==> config.mk <==
export PLATFORM = sky130hd
export DESIGN_NAME = tcc_channel
export DESIGN_NICKNAME = d
export VERILOG_FILES = /design/src/rtl/tcc_pkg.sv /design/src/rtl/tcc_prescaler.sv /design/src/rtl/tcc_sync.sv /design/src/rtl/tcc_edge_sel.sv /design/src/rtl/tcc_core.sv /design/src/rtl/tcc_channel.sv
export SDC_FILE = /design/constraint.sdc
export NUM_CORES = 1
export LEC_CHECK = 0
export BUFFER_PORTS_ARGS = -buffer_cell sky130_fd_sc_hd__clkbuf_2
export CAP_MARGIN = 25
export CORE_MARGIN = 2
export CORE_UTILIZATION = 35
export DETAILED_ROUTE_END_ITERATION = 6
export PLACE_DENSITY_LB_ADDON = 0.3
export RECOVER_POWER = 25
export REMOVE_ABC_BUFFERS = 1
export SYNTH_ARGS = -nofsm -noshare
export SYNTH_HDL_FRONTEND = slang
export SYNTH_SLANG_ARGS = --single-unit
==> constraint.sdc <==
create_clock -name clk_i -period 3.6 [get_ports clk_i]
set_input_delay 0.36 -clock clk_i [delete_from_list [all_inputs] [get_ports clk_i]]
set_output_delay 0.36 -clock clk_i [all_outputs]
set_load 0.02 [all_outputs]
==> src/rtl/tcc_pkg.sv <==
package tcc_pkg;

   // Action the counter takes on a given master cycle
   typedef enum logic [1:0] {
      ACT_HOLD  = 2'd0,
      ACT_INC   = 2'd1,
      ACT_CLEAR = 2'd2,
      ACT_WRAP  = 2'd3
   } cnt_act_e;

endpackage

==> src/rtl/tcc_prescaler.sv <==
module tcc_prescaler #(
   parameter int NUM_DIV       = 4,
   parameter int DIV_BASE_LOG2 = 1,
   parameter int DIV_STEP_LOG2 = 2
) (
   input  logic               clk_i,
   input  logic               rst_ni,
   output logic [NUM_DIV-1:0] lvl_o,
   output logic [NUM_DIV-1:0] prv_o
);

   localparam int PSC_W = DIV_BASE_LOG2 + (NUM_DIV - 1) * DIV_STEP_LOG2;

   logic [PSC_W-1:0]   psc_q;
   logic [NUM_DIV-1:0] prv_q;

   always_ff @(posedge clk_i or negedge rst_ni) begin
      if (!rst_ni) begin
         psc_q <= '0;
         prv_q <= '0;
      end else begin
         psc_q <= psc_q + 1'b1;
         prv_q <= lvl_o;
      end
   end

   // Each divided clock is one bit of the free-running count
   for (genvar k = 0; k < NUM_DIV; k++) begin : g_tap
      assign lvl_o[k] = psc_q[DIV_BASE_LOG2 - 1 + k * DIV_STEP_LOG2];
   end

   assign prv_o = prv_q;


   one_rise_chk: assert property (@(posedge clk_i) disable iff (!rst_ni)
      $onehot0(lvl_o & ~prv_o));

endmodule

==> src/rtl/tcc_sync.sv <==
module tcc_sync #(
   parameter int WIDTH  = 4,
   parameter int STAGES = 2
) (
   input  logic             clk_i,
   input  logic             rst_ni,
   input  logic [WIDTH-1:0] d_i,
   output logic [WIDTH-1:0] cur_o,
   output logic [WIDTH-1:0] prv_o
);

   logic [WIDTH-1:0] stg_q [STAGES];
   logic [WIDTH-1:0] prv_q;

   always_ff @(posedge clk_i or negedge rst_ni) begin
      if (!rst_ni) begin
         for (int i = 0; i < STAGES; i++) stg_q[i] <= '0;
         prv_q <= '0;
      end else begin
         stg_q[0] <= d_i;
         for (int i = 1; i < STAGES; i++) stg_q[i] <= stg_q[i-1];
         prv_q <= stg_q[STAGES-1];
      end
   end

   assign cur_o = stg_q[STAGES-1];
   assign prv_o = prv_q;

endmodule

==> src/rtl/tcc_edge_sel.sv <==
module tcc_edge_sel #(
   parameter int NUM_SRC  = 8,
   parameter int NUM_GATE = 3,
   parameter int SEL_W    = 3,
   parameter int BST_W    = 2
) (
   input  logic                clk_i,
   input  logic                rst_ni,
   input  logic [NUM_SRC-1:0]  lvl_i,
   input  logic [NUM_SRC-1:0]  prv_i,
   input  logic [NUM_GATE-1:0] gate_i,
   input  logic [SEL_W-1:0]    sel_i,
   input  logic                inv_i,
   input  logic [BST_W-1:0]    bst_i,
   output logic                tick_o
);

   logic [NUM_SRC-1:0] rise;
   logic [NUM_SRC-1:0] fall;
   logic               edge_hit;
   logic               gate_ok;

   for (genvar s = 0; s < NUM_SRC; s++) begin : g_edge
      assign rise[s] =  lvl_i[s] & ~prv_i[s];
      assign fall[s] = ~lvl_i[s] &  prv_i[s];
   end

   always_comb begin
      edge_hit = 1'b0;
      for (int s = 0; s < NUM_SRC; s++) begin
         if (sel_i == SEL_W'(s)) edge_hit = inv_i ? fall[s] : rise[s];
      end
   end

   always_comb begin
      gate_ok = 1'b1;
      for (int g = 0; g < NUM_GATE; g++) begin
         if (bst_i == BST_W'(g + 1)) gate_ok = gate_i[g];
      end
   end

   assign tick_o = edge_hit & gate_ok;

   for (genvar g = 0; g < NUM_GATE; g++) begin : g_gate_chk

      gate_block_chk: assert property (@(posedge clk_i) disable iff (!rst_ni)
         (bst_i == BST_W'(g + 1) && !gate_i[g]) |-> !tick_o);
   end

endmodule

==> src/rtl/tcc_core.sv <==
module tcc_core
   import tcc_pkg::*;
#(
   parameter int CNT_W = 16
) (
   input  logic             clk_i,
   input  logic             rst_ni,
   input  logic             en_i,
   input  logic             tick_i,
   input  logic             sw_trig_i,
   input  logic             ext_trig_i,
   input  logic             stat_rd_i,
   output logic [CNT_W-1:0] cnt_o,
   output logic             ovf_o
);

   localparam logic [CNT_W-1:0] CNT_MAX = {CNT_W{1'b1}};

   logic [CNT_W-1:0] cnt_q;
   logic             pend_q;
   logic             flag_q;
   logic             trig_any;
   cnt_act_e         act;

   assign trig_any = sw_trig_i | ext_trig_i;

   always_comb begin
      act = ACT_HOLD;
      if (en_i && tick_i) begin
         if (pend_q || trig_any)  act = ACT_CLEAR;
         else if (cnt_q == CNT_MAX) act = ACT_WRAP;
         else                     act = ACT_INC;
      end
   end

   always_ff @(posedge clk_i or negedge rst_ni) begin
      if (!rst_ni) begin
         cnt_q  <= '0;
         pend_q <= 1'b0;
         flag_q <= 1'b0;
      end else begin
         unique case (act)
            ACT_INC:             cnt_q <= cnt_q + 1'b1;
            ACT_CLEAR, ACT_WRAP: cnt_q <= '0;
            default:             cnt_q <= cnt_q;
         endcase
         if (!en_i || act == ACT_CLEAR) pend_q <= 1'b0;
         else if (trig_any)             pend_q <= 1'b1;
         if (act == ACT_WRAP)    flag_q <= 1'b1;
         else if (stat_rd_i)     flag_q <= 1'b0;
      end
   end

   assign cnt_o = cnt_q;
   assign ovf_o = flag_q;


   idle_hold_chk: assert property (@(posedge clk_i) disable iff (!rst_ni)
      !tick_i |=> $stable(cnt_o));


   step_one_chk: assert property (@(posedge clk_i) disable iff (!rst_ni)
      (en_i && tick_i && !pend_q && !trig_any && cnt_o != CNT_MAX)
      |=> cnt_o == $past(cnt_o) + 1'b1);


   trig_zero_chk: assert property (@(posedge clk_i) disable iff (!rst_ni)
      (en_i && tick_i && (pend_q || trig_any)) |=> cnt_o == '0);


   wrap_zero_chk: assert property (@(posedge clk_i) disable iff (!rst_ni)
      $rose(ovf_o) |-> cnt_o == '0);


   sticky_flag_chk: assert property (@(posedge clk_i) disable iff (!rst_ni)
      (ovf_o && !stat_rd_i) |=> ovf_o);


   disabled_hold_chk: assert property (@(posedge clk_i) disable iff (!rst_ni)
      !en_i |=> ($stable(cnt_o) && !pend_q));

endmodule

==> src/rtl/tcc_channel.sv <==
module tcc_channel #(
   parameter int CNT_W         = 16,
   parameter int NUM_DIV       = 4,
   parameter int DIV_BASE_LOG2 = 1,
   parameter int DIV_STEP_LOG2 = 2,
   parameter int NUM_EXT       = 3,
   parameter int SYNC_STAGES   = 2,
   localparam int NUM_SRC      = NUM_DIV + 1 + NUM_EXT,
   localparam int SEL_W        = $clog2(NUM_SRC),
   localparam int BST_W        = $clog2(NUM_EXT + 1)
) (
   input  logic               clk_i,
   input  logic               rst_ni,
   input  logic               en_i,
   input  logic [SEL_W-1:0]   clk_sel_i,
   input  logic               clk_inv_i,
   input  logic [BST_W-1:0]   burst_sel_i,
   input  logic [NUM_EXT-1:0] ext_clk_i,
   input  logic               slow_clk_i,
   input  logic               sw_trig_i,
   input  logic               ext_trig_i,
   input  logic               stat_rd_i,
   output logic [CNT_W-1:0]   cnt_o,
   output logic               ovf_o
);

   // Elaboration-time parameter checks
   if (CNT_W < 2) begin : g_bad_cnt_w
      $error("tcc_channel: CNT_W must be at least 2");
   end
   if (NUM_DIV < 1 || DIV_BASE_LOG2 < 1 || DIV_STEP_LOG2 < 1) begin : g_bad_div
      $error("tcc_channel: divider parameters must be at least 1");
   end
   if (NUM_EXT < 1) begin : g_bad_ext
      $error("tcc_channel: NUM_EXT must be at least 1");
   end
   if (SYNC_STAGES < 2) begin : g_bad_sync
      $error("tcc_channel: SYNC_STAGES must be at least 2");
   end

   logic [NUM_DIV-1:0] psc_lvl;
   logic [NUM_DIV-1:0] psc_prv;
   logic [NUM_EXT:0]   asy_cur;
   logic [NUM_EXT:0]   asy_prv;
   logic [NUM_SRC-1:0] src_lvl;
   logic [NUM_SRC-1:0] src_prv;
   logic               tick;

   tcc_prescaler #(
      .NUM_DIV       (NUM_DIV),
      .DIV_BASE_LOG2 (DIV_BASE_LOG2),
      .DIV_STEP_LOG2 (DIV_STEP_LOG2)
   ) u_psc (
      .clk_i  (clk_i),
      .rst_ni (rst_ni),
      .lvl_o  (psc_lvl),
      .prv_o  (psc_prv)
   );

   // Bit 0 carries the slow clock, bits above carry the external clocks
   tcc_sync #(
      .WIDTH  (NUM_EXT + 1),
      .STAGES (SYNC_STAGES)
   ) u_sync (
      .clk_i  (clk_i),
      .rst_ni (rst_ni),
      .d_i    ({ext_clk_i, slow_clk_i}),
      .cur_o  (asy_cur),
      .prv_o  (asy_prv)
   );

   assign src_lvl = {asy_cur, psc_lvl};
   assign src_prv = {asy_prv, psc_prv};

   tcc_edge_sel #(
      .NUM_SRC  (NUM_SRC),
      .NUM_GATE (NUM_EXT),
      .SEL_W    (SEL_W),
      .BST_W    (BST_W)
   ) u_sel (
      .clk_i  (clk_i),
      .rst_ni (rst_ni),
      .lvl_i  (src_lvl),
      .prv_i  (src_prv),
      .gate_i (asy_cur[NUM_EXT:1]),
      .sel_i  (clk_sel_i),
      .inv_i  (clk_inv_i),
      .bst_i  (burst_sel_i),
      .tick_o (tick)
   );

   tcc_core #(
      .CNT_W (CNT_W)
   ) u_core (
      .clk_i      (clk_i),
      .rst_ni     (rst_ni),
      .en_i       (en_i),
      .tick_i     (tick),
      .sw_trig_i  (sw_trig_i),
      .ext_trig_i (ext_trig_i),
      .stat_rd_i  (stat_rd_i),
      .cnt_o      (cnt_o),
      .ovf_o      (ovf_o)
   );

endmodule

==> results by group <==
Run status
  • Status: complete, no violations

Power
  • Psw: 241.8 uW
  • P_leak: 0.001079 uW
  • Combinational share of power: 10.7%
  • Seq pwr share: 50.3%
  • Pwr Density: 387.2 mW/mm^2
  • Worst IR Drop VDD: 0.2440 mV
  • Sw Share: 25.28%
  • Total internal power: 715.0 uW
  • Clock power share: 39.0%

Yosys
  • Ys flop type: dfrtp_1
  • Mux cell area share after synthesis: 1.526%
  • Adder-Cell Fraction of Synth Area: 1.174%
  • Post-Syn Area: 0.002132 mm^2
  • Syn avg cell area: 10.66 um^2
  • Post-Syn Instances: 200
  • Unique masters post-synth: 55
  • XOR/XNOR Fraction of Synth Area: 2.054%
  • Number of synthesized flops with an enable pin: 0
  • Asr flop ratio synth: 100.0%
  • Synth Warn #: 0
  • #FFs+latches synth: 41
  • Area fraction in compound gates after synthesis: 20.48%
  • Seq/Total Area, Yosys: 48.12%
  • Largest family of logic cells by synthesized area: simple AND/OR/NAND/NOR gates
  • Post-synthesis simple-gate area fraction: 22.65%

Layout
  • ANT cells: 0
  • Final nets: 251
  • Layout cells sized above 1: 26.07%
  • Non-Filler Instances: 309
  • Fillers: 563
  • Most common cell after layout, fill and taps aside: dfrtp_1
  • Util after Layout: 41.74%
  • P&R area growth vs syn: 15.90%
  • Highest-count cells in the layout ignoring fill and taps: dfrtp_1 (41), clkbuf_2 (31), nand2_1 (17), o31ai_1 (14), o21ai_0 (12)

Critical path
  • R2R Setup Slk: 1.26 ns
  • Critical Path Start Type: flop
  • Worst Path Required: 3.76 ns
  • Worst Reg-to-Reg Cells: 7
  • WS Path Type: reg2reg
  • Setup crit end kind: flop
  • Worst r2r src: u_core.cnt_o[0]
  • Worst r2r dst: u_core.cnt_o[3]
  • Arrival @ worst endpoint: 2.50 ns
  • Crit-path max FO: 14

Global routing
  • Vias in the first global route: 1573
  • First-pass GRT wire length: 7.438 mm
  • GRT Total Usage: 14.59%
  • Antenna violations before repair: 0
  • Largest net degree at the start of global routing: 42
  • Remaining Overflow, GRT: 0

Worst hold path
  • HP Start: slow_clk_i
  • Hold path endpoint: u_sync.stg_q[4]
  • Cells on Worst Hold Path: 1
  • Hold Crit Class: in2reg

Timing
  • Fin crit share: 65.07%
  • Min Hold Slack: 0.1659 ns
  • Tmin final: 2.343 ns
  • Max Clock Skew: 0.01088 ns
  • Final worst slack: 1.257 ns
  • Tightest Pin Transition: 0.6800 ns
  • Relative slew margins: 54.42%
  • Final Hold Fails: 0
  • # setup viols final: 0
  • Peak Freq: 426.9 MHz
  • Slew Viols, Final: 0
  • TNS Setup: 0 ns
  • Unrepaired setup endpoints after global routing: false

Route
  • First-pass detailed-route iteration total: 4
  • Vias per cell: 5.424
  • Via count: 1676
  • DRC Markers: 0
  • DR iter-0 viols: 111
  • Wire per inst: 14.56 um
  • ANT nets after route: 0
  • Routed WL: 4.498 mm

Placement
  • Number of port buffers: 32
  • Gpl congestion: 0.7698
  • Dpl hpwl: 3.201 mm
  • Place WS: 1.173 ns
  • Placed Cells: 299

CTS
  • Worst-Skew Late Latency: 0.29 ns
  • Clk slew on worst S/H paths: 0.08 ns
  • Max Buffers Root-to-Sink: 2
  • Post-CTS setup repair buffer count: 0
  • H-tree level count: 2
  • Sink Count: 41
  • CTS Buf Count: 5
  • CTS tree: done
  • Root buffer cell: clkbuf_8

Floorplan
  • Die Wd: 82.05 um
  • Row count: 28
  • Die Y: 82.05 um
  • Die area: 0.006732 mm^2
  • IO Count: 33
  • Core ar.: 0.005921 mm^2
  • Effective utilization at floorplan: 36.01%

Run
  • # Max-Cap Violations: 0
## kinds of logic (layout without fill, tap and decap cells)
group,after synthesis,after routing
adders and majority gates,2,2
AOI/OAI and AO/OA,56,56
muxes,3,3
xor gates and xnor gates,5,5
and+or+nand+nor,78,78
buffers and inverters,15,49
DFF,41,41
## per-stage QoR
step | instance area, um^2 | power (uW)
2_1_floorplan | 2073 | 548.6
3_3_place_gp | 2327 | 589.6
3_5_place_dp | 2327 | 591.4
4_1_cts | 2442 | 968.0
5_1_grt | 2471 | 1001
6_report | 2471 | 956.8
## synthesized netlist by cell type, types with 3 or more instances
cell,instances,area share [%]
a21oi_1,8,1.9
and3_1,3,0.88
and3b_1,3,1.2
buf_4,3,1.1
dfrtp_1,41,48
inv_1,6,1.1
nand2_1,17,3.0
nand2b_1,4,1.2
nand3_1,8,1.9
nand4_1,4,1.2
nor2_1,11,1.9
o21ai_0,12,2.8
o21ai_1,3,0.70
o31ai_1,14,4.9
o41ai_1,4,1.6
o41ai_2,4,3.1
or4_1,3,1.1
xor2_1,3,1.2
## critical path, stage by stage (launching register included)
cell and delay [ns]:
dfrtp_1 0.44, ha_1 0.25, and3_1 0.29, nand2_1 0.12, o21ai_2 0.50, and2b_4 0.26
o41ai_1 0.23, o41ai_1 0.12
## routing by layer
metal | part of all wire, % | vias to the layer above | global-route usage (%)
met1 | 47 | 817 | 19.38
met4 | 1.6 | 0 | 6.333
met3 | 4.2 | 8 | 4.066
met2 | 47 | 34 | 22.20
li1 | - | 817 | -
met5 | 0 | - | 0
## power groups by stage
| stage | clock, uW | combinational, uW | sequential [uW] |
|---|---|---|---|
| 2_1_floorplan | 0 | 55.2 | 493 |
| 3_3_place_gp | 0 | 98.8 | 491 |
| 3_5_place_dp | 0 | 100 | 491 |
| 6_report | 373 | 102 | 482 |
| 4_1_cts | 386 | 100 | 482 |
| 5_1_grt | 404 | 113 | 484 |
## worst max path at each step
stage | endpoint | slack (ns) | from
4_1_cts | u_core.cnt_o[3] | 1.24 | u_core.cnt_o[0]
3_5_place_dp | u_core.cnt_o[0] | 1.17 | clk_sel_i[0]
5_1_grt | u_core.cnt_o[3] | 1.05 | u_core.cnt_o[7]
2_1_floorplan | u_core.cnt_o[3] | 1.45 | u_core.cnt_o[0]
3_3_place_gp | u_core.cnt_o[1] | 1.24 | clk_sel_i[0]
6_report | u_core.cnt_o[3] | 1.26 | u_core.cnt_o[0]
## registers in the layout, indices dropped and copies added, names as in the netlist
register,cells
u_core.cnt_o,16
u_psc.psc_q,7
u_psc.prv_o,4
u_sync.cur_o,4
u_sync.prv_o,4
u_sync.stg_q,4
u_core.ovf_o,1
u_core.pend_q,1
## cell type report
| cell class | count | area (um^2) | share of cell area, % |
|---|---|---|---|
| Sequential cell | 41 | 1026 | 41.52 |
| Multi-Input combinational cell | 144 | 1021 | 41.32 |
| Timing Repair Buffer | 34 | 188.9 | 7.646 |
| Tap cell | 75 | 93.84 | 3.797 |
| Clock buffer | 5 | 68.82 | 2.785 |
| Clock inverter | 3 | 46.29 | 1.873 |
| Inverter | 7 | 26.28 | 1.063 |
## timing repair
action	in CTS	in global routing
hold buffers	0	1
resized for setup	0	0
hold endpoints to repair	0	7
No activity file was read; power rests on OpenSTA's default activity.
